==> config.mk <==
export PLATFORM = sky130hd
export DESIGN_NAME = cart_flash_glue
export DESIGN_NICKNAME = d
export VERILOG_FILES = /design/src/rtl/cart_glue_pkg.sv /design/src/rtl/cart_strobe_gen.sv /design/src/rtl/cart_page_reg.sv /design/src/rtl/cart_addr_map.sv /design/src/rtl/cart_flash_glue.sv
export SDC_FILE = /design/constraint.sdc
export NUM_CORES = 1
export LEC_CHECK = 0
export ABC_AREA = 1
export ABC_CLOCK_PERIOD_IN_PS = 1000
export BUFFER_PORTS_ARGS = -buffer_cell sky130_fd_sc_hd__buf_2
export CORE_UTILIZATION = 32
export DETAILED_ROUTE_END_ITERATION = 7
export GPL_ROUTABILITY_DRIVEN = 0
export PLACE_DENSITY = 0.77
export REMOVE_ABC_BUFFERS = 1
export SYNTH_ARGS = -nofsm -noshare
export SYNTH_HDL_FRONTEND = slang
export SYNTH_HIERARCHICAL = 1
export SYNTH_SLANG_ARGS = --single-unit
export TNS_END_PERCENT = 5
==> constraint.sdc <==
create_clock -name clk -period 1 [get_ports clk]
set_clock_uncertainty 0.2 [all_clocks]
set_input_delay 0.15 -clock clk [delete_from_list [all_inputs] [get_ports clk]]
set_output_delay 0.15 -clock clk [all_outputs]
set_load 0.005 [all_outputs]
==> src/rtl/cart_glue_pkg.sv <==
package cart_glue_pkg;

   // Snapshot of the host bus taken while the bus clock is high
   typedef struct packed {
      logic       hit;    // register address decoded with write direction
      logic [7:0] data;   // full data byte, page bits picked later
   } bus_snap_t;

   function automatic logic addr_match(input logic [15:0] a,
                                       input logic [15:0] ref_a,
                                       input logic [15:0] mask);
      return ((a ^ ref_a) & mask) == 16'h0000;
   endfunction

endpackage

==> src/rtl/cart_strobe_gen.sv <==
module cart_strobe_gen #(
   parameter bit QUALIFY_CE = 1'b1
) (
   input  logic slot_oe_n,
   input  logic slot_phi,
   input  logic host_rnw,
   output logic ce_n,
   output logic oe_n,
   output logic we_n
);

   generate
      if (QUALIFY_CE) begin : g_ce_qual
         // enable only during the high clock phase
         assign ce_n = slot_oe_n | ~slot_phi;
      end else begin : g_ce_raw
         assign ce_n = slot_oe_n;
      end
   endgenerate

   assign oe_n = ~host_rnw;
   assign we_n =  host_rnw;

endmodule

==> src/rtl/cart_page_reg.sv <==
module cart_page_reg
   import cart_glue_pkg::*;
#(
   parameter int          ADDR_W   = 16,
   parameter int          DATA_W   = 8,
   parameter int          PAGE_W   = 2,
   parameter logic [15:0] REG_ADDR = 16'hFC80,
   parameter logic [15:0] REG_MASK = 16'hFFFF
) (
   input  logic              clk,
   input  logic              rst_n,
   input  logic [ADDR_W-1:0] host_addr,
   input  logic [DATA_W-1:0] host_data,
   input  logic              host_rnw,
   input  logic              slot_phi,
   output logic [PAGE_W-1:0] page
);

   bus_snap_t   snap;
   logic        phi_q;
   logic        phi_fall;
   logic [7:0]  data_ext;

   generate
      if (DATA_W >= 8) begin : g_data_trim
         assign data_ext = host_data[7:0];
      end else begin : g_data_pad
         assign data_ext = {{(8-DATA_W){1'b0}}, host_data};
      end
   endgenerate

   // keep the most recent high-phase view of the bus
   always_ff @(posedge clk or negedge rst_n) begin
      if (!rst_n) begin
         snap  <= '0;
         phi_q <= 1'b0;
      end else begin
         phi_q <= slot_phi;
         if (slot_phi) begin
            snap.hit  <= addr_match(host_addr[15:0], REG_ADDR, REG_MASK) & ~host_rnw;
            snap.data <= data_ext;
         end
      end
   end

   assign phi_fall = phi_q & ~slot_phi;

   // one flop per page bit, each committed at the falling bus edge
   for (genvar i = 0; i < PAGE_W; i++) begin : g_bit
      always_ff @(posedge clk or negedge rst_n) begin
         if (!rst_n) begin
            page[i] <= 1'b0;
         end else if (phi_fall && snap.hit) begin
            page[i] <= snap.data[i];
         end
      end
   end

endmodule

==> src/rtl/cart_addr_map.sv <==
module cart_addr_map #(
   parameter int ADDR_W   = 16,
   parameter int WIN_W    = 14,
   parameter int PAGE_W   = 2,
   parameter int PAGE_LSB = 15,
   localparam int FA_W    = PAGE_LSB + PAGE_W,
   localparam int GAP_W   = PAGE_LSB - WIN_W
) (
   input  logic [ADDR_W-1:0] host_addr,
   input  logic [PAGE_W-1:0] page,
   output logic [FA_W-1:0]   flash_addr
);

   assign flash_addr[WIN_W-1:0]           = host_addr[WIN_W-1:0];
   assign flash_addr[FA_W-1:PAGE_LSB]     = page;

   generate
      if (GAP_W > 0) begin : g_gap
         assign flash_addr[PAGE_LSB-1:WIN_W] = '0;
      end
   endgenerate

endmodule

==> src/rtl/cart_flash_glue.sv <==
module cart_flash_glue #(
   parameter int          ADDR_W     = 16,
   parameter int          DATA_W     = 8,
   parameter int          WIN_W      = 14,
   parameter int          PAGE_W     = 2,
   parameter int          PAGE_LSB   = 15,
   parameter logic [15:0] REG_ADDR   = 16'hFC80,
   parameter logic [15:0] REG_MASK   = 16'hFFFF,
   parameter bit          QUALIFY_CE = 1'b1,
   localparam int         FA_W       = PAGE_LSB + PAGE_W
) (
   input  logic              clk,
   input  logic              rst_n,
   input  logic [ADDR_W-1:0] host_addr,
   input  logic [DATA_W-1:0] host_data,
   input  logic              host_rnw,
   input  logic              slot_oe_n,
   input  logic              slot_phi,
   output logic              flash_ce_n,
   output logic              flash_oe_n,
   output logic              flash_we_n,
   output logic [FA_W-1:0]   flash_addr
);

   // elaboration-time parameter checks
   if (ADDR_W != 16) begin : g_bad_addr
      $error("cart_flash_glue: ADDR_W must be 16");
   end
   if (WIN_W >= ADDR_W || WIN_W < 1) begin : g_bad_win
      $error("cart_flash_glue: WIN_W out of range");
   end
   if (PAGE_LSB < WIN_W) begin : g_bad_lsb
      $error("cart_flash_glue: page bits overlap the window");
   end
   if (PAGE_W < 1 || PAGE_W > DATA_W || PAGE_W > 8) begin : g_bad_page
      $error("cart_flash_glue: PAGE_W out of range");
   end

   logic [PAGE_W-1:0] page;

   cart_strobe_gen #(
      .QUALIFY_CE (QUALIFY_CE)
   ) u_strobe (
      .slot_oe_n (slot_oe_n),
      .slot_phi  (slot_phi),
      .host_rnw  (host_rnw),
      .ce_n      (flash_ce_n),
      .oe_n      (flash_oe_n),
      .we_n      (flash_we_n)
   );

   cart_page_reg #(
      .ADDR_W   (ADDR_W),
      .DATA_W   (DATA_W),
      .PAGE_W   (PAGE_W),
      .REG_ADDR (REG_ADDR),
      .REG_MASK (REG_MASK)
   ) u_page (
      .clk       (clk),
      .rst_n     (rst_n),
      .host_addr (host_addr),
      .host_data (host_data),
      .host_rnw  (host_rnw),
      .slot_phi  (slot_phi),
      .page      (page)
   );

   cart_addr_map #(
      .ADDR_W   (ADDR_W),
      .WIN_W    (WIN_W),
      .PAGE_W   (PAGE_W),
      .PAGE_LSB (PAGE_LSB)
   ) u_map (
      .host_addr  (host_addr),
      .page       (page),
      .flash_addr (flash_addr)
   );

endmodule

# Yosys cells after proc, flatten, opt, wreduce, memory -nomap -nowiden
# Index checks and enable logic that the tools add are counted.
[totals] ff_bits=6 output_inout_bits=20
[op_classes] n_bitwise=6 n_reduce_logical=2
[ops] operator="16-bit logical NOT" count=1
[ops] operator="7-bit inverter" count=1
[ops] operator="1-bit bitwise AND" count=2
[ops] operator="1-bit inverter" count=2
[ops] operator="1-bit logical AND" count=1
[ops] operator="1-bit OR" count=1

# Longest topological paths before layout
[depth] word_depth=3 depth_mapped=6 depth_no_buf=6

# By module
# Netlist, hierarchy kept.
[modules_own_cells] mod="cart_page_reg" instances=1 cells_each=36 area_each_um2=276.5 seq_area_each_um2=150.1
[modules_own_cells] mod="cart_addr_map" instances=1 cells_each=18 area_each_um2=131.4 seq_area_each_um2=0.0
[modules_own_cells] mod="cart_strobe_gen" instances=1 cells_each=4 area_each_um2=18.8 seq_area_each_um2=0.0

# Least setup slack after synthesis
# OpenSTA, ideal clock, no wires.
[synth_path] kind="register -> register" startpoint="register u_page/snap[8] (netlist bit)" endpoint="register u_page.page[0]" setup_ns=0.126 t_arrival_ns=0.551 setup_slack_ns=0.123 stages_incl_launch_ff=4 n_path_buf=0 period_less_slack_ns=0.877 cell_sequence="dfrtp_1 -> nand3_1 -> nand2_1 -> o21ai_0"
[synth_between] elab_chain_cells=1
[synth_rtl] element="from (decl)" line_no="cart_page_reg.sv:19" source="bus_snap_t snap;"
[synth_rtl] element="1-bit logical AND" line_no="cart_page_reg.sv:53" source="end else if (phi_fall && snap.hit) begin"
[synth_rtl] element="to (signal, indexed assignment)" line_no="cart_page_reg.sv:54" source="page[i] <= snap.data[i];"
[synth_rtl] element="to (decl)" line_no="cart_page_reg.sv:16" source="output logic [PAGE_W-1:0] page"
# No other way between the ends.
# A chain may end at the register's enable or synchronous reset.

# Final worst setup path
[layout_path] startpoint="register u_page.page[1]" endpoint="output port flash_addr[16]"
[layout_lines] element="to (decl)" line_no="cart_flash_glue.sv:22" source="output logic [FA_W-1:0] flash_addr"
# No word-level cell between the ends.

==> flow_summary.yaml <==
job:
  maxCapViolCount: 0
routing:
  detail_route.drc_violations: 0
  drt-initial-drc-count: 8
  wl_per_cell_um: 8.63
  wl_um: 897
  drt.antenna.violating_nets: 0
  vias_per_cell: 4.05
  firstDrtPassIters: 3
  via_count: 421
outcome:
  result_of_the_run: "complete, but fails checks"
  violations: "negative hold slack, negative setup slack"
worst_setup_path:
  endpoint_kind: "primary output"
  path_delay_family: "flip-flops"
  critical_path.cell_chain: "buf_2"
  crit_path_max_incr_delay_ps: 360
  crit-reg2reg-launch: "u_page/page[0]"
  crit_path_start: "u_page/page[1]"
  timing.critical_path.buf_inv: 1
  setup.worst_path.start_class: "register"
  cp_slowest_cell: "dfrtp_1"
  critPathArrivalTime_ps: 720
  timing.critical_path.fanout_max: 2
  worstSetupPathType: "reg -> out"
  cp_data_required_time_ps: 650
final_layout:
  layout.cells.most_common: "buf_2"
  design_area_um2: 599
  commonest_non_fill_non_tap_cells_in_the_layout: "buf_2, nand2_1, inv_1, nor2_1, dfrtp_1"
  finalNetCount: 121
  n_antenna_cell: 0
  drive_above_1_share: 0.556
  area_growth_syn_to_layout_pct: 40.5
clock_tree:
  path_clk_slew_ps: 40
  clock_insertion_delay_worst_skew_ps: 240
  cts-buffers-inserted: 3
  cts_max_path_buffers: 2
  cts.root.buffer_cell: "clkbuf_4"
  cts_tree: "done"
  tritoncts_num_sinks: 6
  htreeDepth: 1
  cts_hold_buf: 3
global_routing:
  grt_antenna_before_repair: 0
  global_route.overflow_total: 0
  grt_pass1_vias: 355
  grt_start_max_net_pins: 7
  grt_pass1_wl_mm: 1.27
  gr-usage-all-layers: 0.135
sta:
  grt_setup_unrepaired: "yes"
  hold_viol: 1
  final-max-slew-violation-count: 0
  hold-worst-slack_ps: -18.4
  setup-tns-final_ps: -147
  setup_ws_final_ps: -73.6
  finalSetupViolCount: 2
  maxClockFrequency_ghz: 0.931
  post-route-period-util: 1.07
  final.min_clock_period_ps: 1070
die:
  vertical_extent_of_the_die_um: 38.5
  floorplan.core_area_mm2: 0.00117
  fp.dieArea_mm2: 0.00148
  design.portCount: 49
  floorplan.rows: 12
  die_w_um: 38.5
  effective_utilization_at_floorplan: 0.364
worst_hold_path:
  min-delay-path-class: "in -> reg"
  hold_path_startpoint: "slot_phi"
pwr:
  power.share.combinational: 0.222
  cell_internal_pwr_mw: 0.464
  net_switching_mw: 0.144
  vdd.ir_drop.worst_mv: 0.337
  swShare: 0.237
  leakage_nw: 0.381
  pwr-share-seq: 0.420
  power.density_mw_per_mm2: 1010
  pwr-share-clk: 0.358
placed_design:
  postPlaceCellArea_um2: 522
  place.port_buffers: 41
  detailed_place_hpwl_um: 751
yosys:
  synthesis.area_per_instance_um2: 7.36
  syn_area_um2: 427
  synth_cell_type_count: 11
  synth-seq-cells: 6
  synthesis.yosys.warnings: 6
  synth_seq_area_share: 0.352
  syn_inst: 58
[synthesized netlist by cell type]
| cell type | count | area (um^2) |
|---|---|---|
| buf_4 | 18 | 135 |
| nand2_1 | 9 | 33.8 |
| inv_1 | 7 | 26.3 |
| nor2_1 | 7 | 26.3 |
| dfrtp_1 | 6 | 150 |
| o21ai_0 | 4 | 20.0 |
| nand3_1 | 3 | 15.0 |
| conb_1 | 1 | 3.75 |
| inv_2 | 1 | 3.75 |
| nand4_1 | 1 | 6.26 |
| nor2_2 | 1 | 6.26 |
[flip-flops by register name, summed over array words and instances (netlist names)]
signal / flops
u_page/phi_q: 1
u_page/page: 2
u_page/snap: 3
[layer usage]
metal  part of all wire  track usage  up-vias
met2               0.58        0.217        8
li1                   -            -      222
met3              0.023       0.0349        0
met4                  0        0.155        0
met1               0.40        0.126      191
met5                  0            0        -
[worst paths after layout]
check,slack (ps),cells past startpoint,end
min in group asynchronous,60,2,u_page/page[1]
worst max register to register,80,3,u_page/page[0]
worst min-delay path,-20,2,u_page/phi_q
max in group asynchronous,400,2,u_page/snap[1]
worst min register to register,300,2,u_page/snap[1]
worst max-delay path,-70,1,flash_addr[16]
[kinds of logic after synthesis]
logic type             share of synthesized area
other                                    0.00879
buffers and inverters                      0.387
AOI/OAI and AO/OA                         0.0469
and+or+nand+nor                            0.205
DFF                                        0.352
[stage by stage]
stage	power [mW]	instances	setup slack, ps	utilization
after floorplan	0.281	40	123	-
after global placement	0.380	96	76.0	0.446
after detailed placement	0.382	96	64.2	0.446
after CTS	0.618	104	-83.9	0.503
after global routing	0.640	104	-104	0.512
final	0.607	104	-73.6	0.512
[worst register-to-register path: stages (launching register included)]
cell	delay (ps)
dfrtp_1	360
buf_4	130
nand2_1	50
o21ai_0	70
[power groups by stage]
| stage | Combinational, mW | Clock [mW] | Sequential, mW |
|---|---|---|---|
| final | 0.135 | 0.217 | 0.255 |
| after global routing | 0.152 | 0.232 | 0.255 |
| after CTS | 0.133 | 0.230 | 0.255 |
| after detailed placement | 0.124 | 0 | 0.259 |
| after global placement | 0.122 | 0 | 0.258 |
| after floorplan | 0.0232 | 0 | 0.258 |
[cell type report]
class,instances,area [um^2]
inverters,8,30.0
multi-input cells,26,116
repair buffers,47,263
flip-flops and latches,6,150
well taps,14,17.5
fillers,121,572
clock buffers,3,22.5
[timing repair]
| action | in CTS | in global routing |
|---|---|---|
| setup endpoints to repair | 2 | 6 |
| hold endpoints to repair | 9 | 1 |
| buffers inserted | 2 | 0 |
| gates resized for setup | 0 | 5 |
| pin swaps | 0 | 1 |
(Power assumes the default switching activity.)
